===== src/rtl/pk_pkg.sv =====
package pk_pkg;
  localparam int unsigned LANES = 4;
  localparam int unsigned LANE_W = 8;
  localparam int unsigned WORD_W = LANES * LANE_W;

  typedef enum logic [1:0] {
    ST_IDLE  = 2'd0,
    ST_FILL  = 2'd1,
    ST_WRITE = 2'd2
  } pk_state_e;
endpackage


===== src/rtl/pk_mask_gen.sv =====
// Byte select for one word: lanes from first_lane_i up to the last byte left.
module pk_mask_gen #(
  parameter int unsigned LW = 12
) (
  input  logic [1:0]    first_lane_i,
  input  logic [LW-1:0] remain_i,
  output logic [3:0]    sel_o
);
  localparam logic [LW-1:0] FOUR = LW'(4);

  logic [2:0] cnt;
  logic [3:0] end_pos;
  logic [3:0] head;

  assign cnt     = (remain_i >= FOUR) ? 3'd4 : remain_i[2:0];
  assign end_pos = {2'b00, first_lane_i} + {1'b0, cnt};
  assign head    = 4'hF >> first_lane_i;

  for (genvar g = 0; g < 4; g++) begin : g_lane
    assign sel_o[3-g] = head[3-g] & (4'(g) < end_pos);
  end
endmodule


===== src/rtl/pk_lane_buf.sv =====
// Word assembly register, one byte lane per generate slice.
module pk_lane_buf (
  input  logic        clk_i,
  input  logic        rst_ni,
  input  logic        clr_i,
  input  logic        wr_i,
  input  logic [1:0]  lane_i,
  input  logic [7:0]  byte_i,
  output logic [31:0] word_o
);
  for (genvar g = 0; g < 4; g++) begin : g_lane
    logic [7:0] q;
    always_ff @(posedge clk_i or negedge rst_ni) begin
      if (!rst_ni)                           q <= '0;
      else if (clr_i)                        q <= '0;
      else if (wr_i && (lane_i == 2'(g)))    q <= byte_i;
    end
    assign word_o[31-8*g -: 8] = q;
  end
endmodule


===== src/rtl/pk_ctrl.sv =====
module pk_ctrl
  import pk_pkg::*;
#(
  parameter int unsigned AW = 16,
  parameter int unsigned LW = 12
) (
  input  logic          clk_i,
  input  logic          rst_ni,
  input  logic          start_i,
  input  logic [AW-1:0] start_addr_i,
  input  logic [LW-1:0] length_i,
  input  logic          byte_valid_i,
  output logic          byte_ready_o,
  input  logic          wr_ready_i,
  output logic          wr_stb_o,
  output logic [AW-1:0] wr_addr_o,
  output logic [3:0]    wr_sel_o,
  output logic          done_o,
  // mask generator
  output logic [1:0]    mask_first_o,
  output logic [LW-1:0] mask_remain_o,
  input  logic [3:0]    mask_sel_i,
  // lane buffer
  output logic          buf_clr_o,
  output logic          buf_wr_o,
  output logic [1:0]    buf_lane_o
);
  localparam int unsigned WW = AW - 2;
  localparam logic [WW-1:0] W_ONE = WW'(1);
  localparam logic [LW-1:0] L_ONE = LW'(1);

  pk_state_e     state_q;
  logic [1:0]    lane_q;
  logic [LW-1:0] rem_q;
  logic [WW-1:0] waddr_q;
  logic [3:0]    sel_q;
  logic          done_q;

  logic take_start, open_frame, byte_acc, word_full, wr_acc, frame_end;

  assign take_start = (state_q == ST_IDLE) && start_i;
  assign open_frame = take_start && (length_i != '0);
  assign byte_acc   = (state_q == ST_FILL) && byte_valid_i;
  assign word_full  = (lane_q == 2'd3) || (rem_q == L_ONE);
  assign wr_acc     = (state_q == ST_WRITE) && wr_ready_i;
  assign frame_end  = wr_acc && (rem_q == '0);

  // Mask for the next word: from the start inputs when idle, else from lane 0.
  assign mask_first_o  = (state_q == ST_IDLE) ? start_addr_i[1:0] : 2'd0;
  assign mask_remain_o = (state_q == ST_IDLE) ? length_i : rem_q;

  assign buf_clr_o  = open_frame || (wr_acc && !frame_end);
  assign buf_wr_o   = byte_acc;
  assign buf_lane_o = lane_q;

  always_ff @(posedge clk_i or negedge rst_ni) begin
    if (!rst_ni) begin
      state_q <= ST_IDLE;
      lane_q  <= '0;
      rem_q   <= '0;
      waddr_q <= '0;
      sel_q   <= '0;
      done_q  <= 1'b0;
    end else begin
      done_q <= 1'b0;
      unique case (state_q)
        ST_IDLE: begin
          if (take_start) begin
            waddr_q <= start_addr_i[AW-1:2];
            lane_q  <= start_addr_i[1:0];
            rem_q   <= length_i;
            if (length_i == '0) begin
              done_q <= 1'b1;
            end else begin
              sel_q   <= mask_sel_i;
              state_q <= ST_FILL;
            end
          end
        end
        ST_FILL: begin
          if (byte_acc) begin
            rem_q <= rem_q - L_ONE;
            if (word_full) state_q <= ST_WRITE;
            else           lane_q  <= lane_q + 2'd1;
          end
        end
        ST_WRITE: begin
          if (wr_acc) begin
            if (rem_q == '0) begin
              state_q <= ST_IDLE;
              done_q  <= 1'b1;
            end else begin
              state_q <= ST_FILL;
              lane_q  <= 2'd0;
              waddr_q <= waddr_q + W_ONE;
              sel_q   <= mask_sel_i;
            end
          end
        end
        default: state_q <= ST_IDLE;
      endcase
    end
  end

  assign byte_ready_o = (state_q == ST_FILL);
  assign wr_stb_o     = (state_q == ST_WRITE);
  assign wr_addr_o    = {waddr_q, 2'b00};
  assign wr_sel_o     = sel_q;
  assign done_o       = done_q;
endmodule


===== src/rtl/byte_lane_packer.sv =====
module byte_lane_packer #(
  parameter int unsigned AW = 16,
  parameter int unsigned LW = 12
) (
  input  logic          clk_i,
  input  logic          rst_ni,
  input  logic          start_i,
  input  logic [AW-1:0] start_addr_i,
  input  logic [LW-1:0] length_i,
  input  logic          byte_valid_i,
  input  logic [7:0]    byte_data_i,
  output logic          byte_ready_o,
  output logic [AW-1:0] wr_addr_o,
  output logic [31:0]   wr_data_o,
  output logic [3:0]    wr_sel_o,
  output logic          wr_stb_o,
  input  logic          wr_ready_i,
  output logic          done_o
);
  logic [1:0]    mask_first;
  logic [LW-1:0] mask_remain;
  logic [3:0]    mask_sel;
  logic          buf_clr, buf_wr;
  logic [1:0]    buf_lane;

  pk_ctrl #(.AW(AW), .LW(LW)) u_ctrl (
    .clk_i         (clk_i),
    .rst_ni        (rst_ni),
    .start_i       (start_i),
    .start_addr_i  (start_addr_i),
    .length_i      (length_i),
    .byte_valid_i  (byte_valid_i),
    .byte_ready_o  (byte_ready_o),
    .wr_ready_i    (wr_ready_i),
    .wr_stb_o      (wr_stb_o),
    .wr_addr_o     (wr_addr_o),
    .wr_sel_o      (wr_sel_o),
    .done_o        (done_o),
    .mask_first_o  (mask_first),
    .mask_remain_o (mask_remain),
    .mask_sel_i    (mask_sel),
    .buf_clr_o     (buf_clr),
    .buf_wr_o      (buf_wr),
    .buf_lane_o    (buf_lane)
  );

  pk_mask_gen #(.LW(LW)) u_mask (
    .first_lane_i (mask_first),
    .remain_i     (mask_remain),
    .sel_o        (mask_sel)
  );

  pk_lane_buf u_buf (
    .clk_i  (clk_i),
    .rst_ni (rst_ni),
    .clr_i  (buf_clr),
    .wr_i   (buf_wr),
    .lane_i (buf_lane),
    .byte_i (byte_data_i),
    .word_o (wr_data_o)
  );
endmodule


===== config.mk =====
export PLATFORM = sky130hd
export DESIGN_NAME = byte_lane_packer
export DESIGN_NICKNAME = d
export VERILOG_FILES = /design/src/rtl/pk_pkg.sv /design/src/rtl/pk_mask_gen.sv /design/src/rtl/pk_lane_buf.sv /design/src/rtl/pk_ctrl.sv /design/src/rtl/byte_lane_packer.sv
export SDC_FILE = /design/constraint.sdc
export NUM_CORES = 1
export LEC_CHECK = 0
export ABC_AREA = 1
export BUFFER_PORTS_ARGS = -buffer_cell sky130_fd_sc_hd__buf_2
export CAP_MARGIN = 10
export CORE_ASPECT_RATIO = 1.2
export CORE_MARGIN = 2
export CORE_UTILIZATION = 59
export CTS_CLUSTER_SIZE = 10
export DETAILED_ROUTE_END_ITERATION = 16
export PLACE_DENSITY_LB_ADDON = 0.1
export SYNTH_ARGS = -nofsm -noshare
export SYNTH_HDL_FRONTEND = slang
export SYNTH_SLANG_ARGS = --single-unit

===== constraint.sdc =====
create_clock -name clk_i -period 7.75 [get_ports clk_i]
set_clock_uncertainty 0.05 [all_clocks]
set_input_delay 0.3875 -clock clk_i [delete_from_list [all_inputs] [get_ports clk_i]]
set_output_delay 0.3875 -clock clk_i [all_outputs]
set_load 0.01 [all_outputs]

Word level (Yosys, flattened, before mapping)

Cells that the tools add are included.

Output and inout bits: 55
Latch bits: 0
Memory bits (read-only): 0
Register bits after elaboration: 67
Memory bits (writable): 0
Logic and storage cells: 108
Memories kept: 0
Input bits: 41

Order comparisons: 5
Bitwise gates (word level): 4
Div/mod/pow operators: 0
Shift operators: 1
Reduce and logical (&&, ||, !) cells: 30
Equal/unequal tests: 13
$add $sub $neg: 4
$mul: 0
Mux-type cells: 41

Operators by type and width:

| operator                | count |
|---|---|
| $mux W8                 | 8 |
| $mux W14                | 3 |
| $mux W12                | 3 |
| $pmux W14 S2            | 1 |
| $logic_not A12 Y1       | 2 |
| $pmux W12 S2            | 1 |
| $mux W2                 | 11 |
| $mux W4                 | 4 |
| $add A14 B1 Y14 const B | 1 |
| $eq A12 B1 Y1 const B   | 1 |
| $ge A12 B3 Y1 const B   | 1 |
| $pmux W2 S3             | 2 |
| $reduce_bool A12 Y1     | 1 |
| $reduce_bool A2 Y1      | 6 |
| $sub A12 B1 Y12 const B | 1 |
| $logic_and A1 B1 Y1     | 10 |
| $reduce_and A5 Y1       | 2 |
| $lt A1 B4 Y1 const A    | 2 |
| $lt A2 B4 Y1 const A    | 2 |
| $ne A2 B1 Y1 const B    | 4 |
| $pmux W4 S2             | 1 |
| $eq A2 B2 Y1 const B    | 3 |
| $ne A2 B2 Y1 const B    | 3 |
| $reduce_and A6 Y1       | 1 |
| 14 further kinds        | 24 |

Logic depth before layout (Yosys ltp)

Word-level depth: 10
Mapped depth: 17
Depth with buffers taken out: 16

Modules after synthesis

Synthesis repeated with hierarchy kept, for this count alone.

Cell total of the unflattened synthesis: 625
Area, all modules: 4321.6 µm²

Modules (own cells, without submodules):

| module      | times used | area each (µm²) | seq. area each (µm²) | cells each |
|---|---|---|---|---|
| pk_ctrl     | 1          | 2650.0          | 875.8                | 425 |
| pk_lane_buf | 1          | 1446.4          | 800.8                | 163 |
| pk_mask_gen | 1          | 225.2           | 0.0                  | 37 |

Worst setup path after synthesis

No wires, ideal clock.

Kind: flip-flop to flip-flop
Start: reg u_ctrl.state_q[0]
End: reg u_ctrl.sel_q[2], in the netlist u_ctrl.wr_sel_o[2]
Library setup time: 0.121 ns
Path buffers: 1
Period minus slack after synthesis: 2.517 ns
Arrival time: 2.347 ns
Path slack: 5.233 ns
Stages on the path, launching flop included: 18
Data required time: 7.579 ns
Path through: dfrtp_1 inv_1 ha_1 buf_2 inv_1 nor2_1 nand2_1 nand2_1 nand2_1 nor2_1 ha_1 inv_1 fa_1 a211o_1 nand2_1 nand3_1 nand3_1 nand2_1

Longest elaborated chain between the ends: 10
Elaborated cells between the ends (all ways): 23
Classes of those cells: add/sub: 1; order compare: 2; eq/ne: 5; shift: 1; mux: 8; bitwise: 1; reduce/logical: 5

RTL lines:

| element                    | RTL line                     | RTL |
|---|---|---|
| from (decl)                | pk_ctrl.sv:32                | `pk_state_e state_q;` |
| from (signal assigned)     | pk_ctrl.sv:58                | `state_q <= ST_IDLE;` |
| from (signal assigned)     | pk_ctrl.sv:76                | `state_q <= ST_FILL;` |
| from (signal assigned)     | pk_ctrl.sv:83                | `if (word_full) state_q <= ST_WRITE;` |
| $logic_not A2 Y1           | -                            |  |
| $mux W12                   | pk_ctrl.sv:50                | `assign mask_remain_o = (state_q == ST_IDLE) ? length_i : rem_q;` |
| $ge A12 B3 Y1              | pk_mask_gen.sv:15            | `assign cnt = (remain_i >= FOUR) ? 3'd4 : remain_i[2:0];` |
| $mux W3                    | pk_mask_gen.sv:15            |  |
| $add A2 B3 Y4              | pk_mask_gen.sv:16            | `assign end_pos = {2'b00, first_lane_i} + {1'b0, cnt};` |
| $lt A1 B4 Y1               | pk_mask_gen.sv:20            | `assign sel_o[3-g] = head[3-g] & (4'(g) < end_pos);` |
| $and A1 B1 Y1              | pk_mask_gen.sv:20            |  |
| $mux W4 (on tied branches) | pk_ctrl.sv:89, pk_ctrl.sv:72 |  |
| $mux W4 (on tied branches) | pk_ctrl.sv:88, pk_ctrl.sv:68 |  |
| $pmux W4 S2                | pk_ctrl.sv:66                | `unique case (state_q)` |
| to (signal assigned)       | pk_ctrl.sv:75                | `sel_q <= mask_sel_i;` |
| to (signal assigned)       | pk_ctrl.sv:96                | `sel_q <= mask_sel_i;` |
| to (decl)                  | pk_ctrl.sv:36                | `logic [3:0] sel_q;` |

Several ways; a longest one is shown, not always the timed one. The select of a mux whose other input is x is not followed.
A chain may end at the register's enable or synchronous reset.

Final worst setup path

Ends and elaborated chain as after synthesis.

==> flow_summary.yaml <==
status:
  status: "completed"
layout:
  area_growth_pct: 18.4
  fin_area_sq_um: 4850
  nNetsFinal: 728
  diodes: 0
  drive_gt1_share_pct: 19.9
grt:
  grt_max_degree: 68
  grt_pass1_vias: 3719
  use_met1_pct: 35.0
  grt_util_met2_pct: 48.5
  grt.busiest_layer: "met2"
  grt_pass1_wl_mm: 16.8
  use_met3_pct: 3.69
  grt-ovfl-total: 0
  antenna_found_initial: 0
  grt_use_total_pct: 28.2
sta:
  setup_viol: 0
  max_freq_mhz: 353
  min_period_ps: 2830
  hold_viol: 0
  slew_viol_final: 0
  worstMarginPinSlew_ps: 861
  slew_headroom_pct: 42.6
  fin_tns_setup_ps: 0
  rsz0062_at_grt: "no"
  fin_hold_ws_ps: 172
  min_period_over_period_pct: 36.5
  worst_slack_ps: 4920
clock_network:
  cts.sinks: 67
  cts_root_buf: "clkbuf_8"
  cts_buffers: 9
  clock_path_buffers: 2
  htreeDepth: 3
  clk_pin_slew_worst_paths_ps: 90
  cts_hold_buf: 0
  cts_tree: "yes"
  clk_latency_ps: 360
  post_cts_buffers: 0
  ctsResizeCount: 0
die:
  fp.dieH_um: 95.3
  pin_count: 96
  rows: 33
  initial_core_util_pct: 60.5
  die_w_um: 80.1
  core-area_sq_um: 6770
  die_area_sq_um: 7630
synth:
  ys_top_cells_by_area: "dfrtp_1 (41%), nand2_1 (22%), inv_1 (6.4%)"
  ys_ff_latch: 67
  yosysTopAreaCell: "dfrtp_1"
  synth.top_cell.area_share_pct: 40.9
  syn-instance-count: 578
  synth_top_family_by_area: "simple AND/OR/NAND/NOR gates"
  ys.flop_type: "dfrtp_1"
  synthSimpleGateAreaFrac_pct: 37.6
  seq_area_frac_synth_pct: 40.9
  synthAdderAreaFrac_pct: 4.76
  synth-async-reset-ratio_pct: 100
  synth-compound-area-share_pct: 7.85
  synth_area_sq_um: 4100
  synth_edf_count: 0
  ys_warn_count: 0
  synth-xor-area-share_pct: 0
  syn_avg_cell_area_sq_um: 7.09
  muxShareOfSynthArea_pct: 0.244
  synth.distinct_cells: 34
power_and_ir_drop:
  p_leak_nw: 2.81
  finalPower_mw: 1.83
  peakVddDrop_mv: 0.221
  p_per_area_nw_per_um2: 378
place:
  port_buffers: 93
  gp_congestion: 1.00
  place_area_sq_um: 4610
  dp_slack_ps: 4970
  dpl.hpwl_mm: 7.34
detailed_routing:
  drt_pre_antenna_iters: 4
  wirelength_mm: 10.3
  drt_iter0_markers: 341
  via_per_inst: 5.31
  drtAntennaViolNets: 0
  routedWlPerCell_um: 13.4
  vias: 4059
  drc: 0
critical_path:
  cp_max_fo: 13
  crit_path_end_kind: "flip-flop"
  critPathRequiredTime_ps: 7950
  path_class: "reg2reg"
  cp.arrival_ps: 3020
  worstSetupStartpointType: "flip-flop"
run:
  drv_cap: 0
worst_hold_path:
  hp-class: "in2async"
[critical path, stage by stage (launching register included)]
cell and delay, ps:
dfrtp_1 420, inv_1 120, ha_1 420, inv_1 80
nor2_1 110, nand2_1 60, nand2_1 110, nand2_1 80
nor2_1 100, ha_1 180, inv_1 60, fa_1 390
a211o_1 230, nand2_1 120, nand3_1 80, nand3_1 70
nand2_1 60
[cell usage in the layout, fill, tap and decap left out, types with 2 or more instances in the layout]
cell type	Yosys	layout
o21bai_1	2	2
nand3_1	45	45
buf_4	4	2
nand4_1	7	7
dfrtp_1	67	67
clkinv_4	0	2
or2_2	3	3
nor2_8	2	2
buf_2	4	93
nor2_4	8	8
nand2_1	242	242
o211ai_1	4	4
clkbuf_8	0	9
nor2_2	7	7
nor2_1	31	31
conb_1	1	2
ha_1	14	14
a21oi_1	7	7
bufinv_16	0	3
o21ai_0	39	39
inv_1	70	70
nor3_1	4	4
[routing by layer]
metal | vias to the layer above | part of all wire [%]
met4 | 0 | 2.4
met2 | 158 | 50
li1 | 1998 | -
met5 | - | 0
met3 | 22 | 6.0
met1 | 1881 | 41
[sequential cells by signal, indices dropped and copies added, names as in the netlist]
register           flops
u_buf.g_lane.q        32
u_ctrl.buf_lane_o      2
u_ctrl.done_o          1
u_ctrl.rem_q          12
u_ctrl.state_q         2
u_ctrl.waddr_q        14
u_ctrl.wr_sel_o        4
[cell usage after synthesis (2+ instances only)]
| master | instances |
|---|---|
| buf_1 | 2 |
| nor2_4 | 8 |
| or2_2 | 3 |
| o211ai_1 | 4 |
| dfrtp_1 | 67 |
| nor2_2 | 7 |
| buf_4 | 4 |
| nand2_1 | 242 |
| buf_2 | 4 |
| nand4_1 | 7 |
| o21ai_0 | 39 |
| ha_1 | 14 |
| nand3_1 | 45 |
| nor2_8 | 2 |
| inv_1 | 70 |
| nor2_1 | 31 |
| clkbuf_1 | 2 |
| o21bai_1 | 2 |
| nor3_1 | 4 |
| a21oi_1 | 7 |
[per-stage QoR]
step	utilization (%)	instances
5_1_grt	71.7	764
2_1_floorplan	-	579
3_3_place_gp	68.0	748
4_1_cts	71.7	764
3_5_place_dp	68.0	748
6_report	71.7	764
[power breakdown]
part | internal [mW] | switching (mW)
Combinational | 0.294 | 0.590
Clock | 0.216 | 0.150
Sequential | 0.478 | 0.105
[final timing paths]
path,end,slack [ps],cells past startpoint,start
setup / recovery,u_ctrl.wr_sel_o[2]$_DFFE_PN0P_,4920,16,u_ctrl.state_q[0]$_DFFE_PN0P_
hold / removal,u_ctrl.waddr_q[12]$_DFFE_PN0P_,170,2,rst_ni
setup reg to reg,u_ctrl.wr_sel_o[2]$_DFFE_PN0P_,4920,16,u_ctrl.state_q[0]$_DFFE_PN0P_
hold reg to reg,u_buf.g_lane[1].q[5]$_DFFE_PN0P_,420,2,u_buf.g_lane[1].q[5]$_DFFE_PN0P_
max in group asynchronous,u_ctrl.state_q[1]$_DFFE_PN0P_,6920,2,rst_ni
min in group clk_i,u_ctrl.waddr_q[12]$_DFFE_PN0P_,260,5,start_addr_i[14]
[area by class of cell]
type | count | area (sq um)
sequential | 67 | 1680
clock buffer | 9 | 124
clock inverter | 7 | 124
multi-input combinational | 429 | 2080
tap | 87 | 109
inverter | 70 | 263
fill | 598 | 1920
timing repair buffer | 95 | 480
[kinds of logic (layout without fill, tap and decap cells)]
group                    Yosys count  after routing
AO/OA/AOI/OAI                     58             58
adder cells (fa/ha/maj)           15             15
buffers and inverters             83            181
flip-flops                        67             67
multiplexers                       1              1
other                              1              2
AND/OR/NAND/NOR                  353            353
Note: power is estimated with default switching activity, not from simulation.
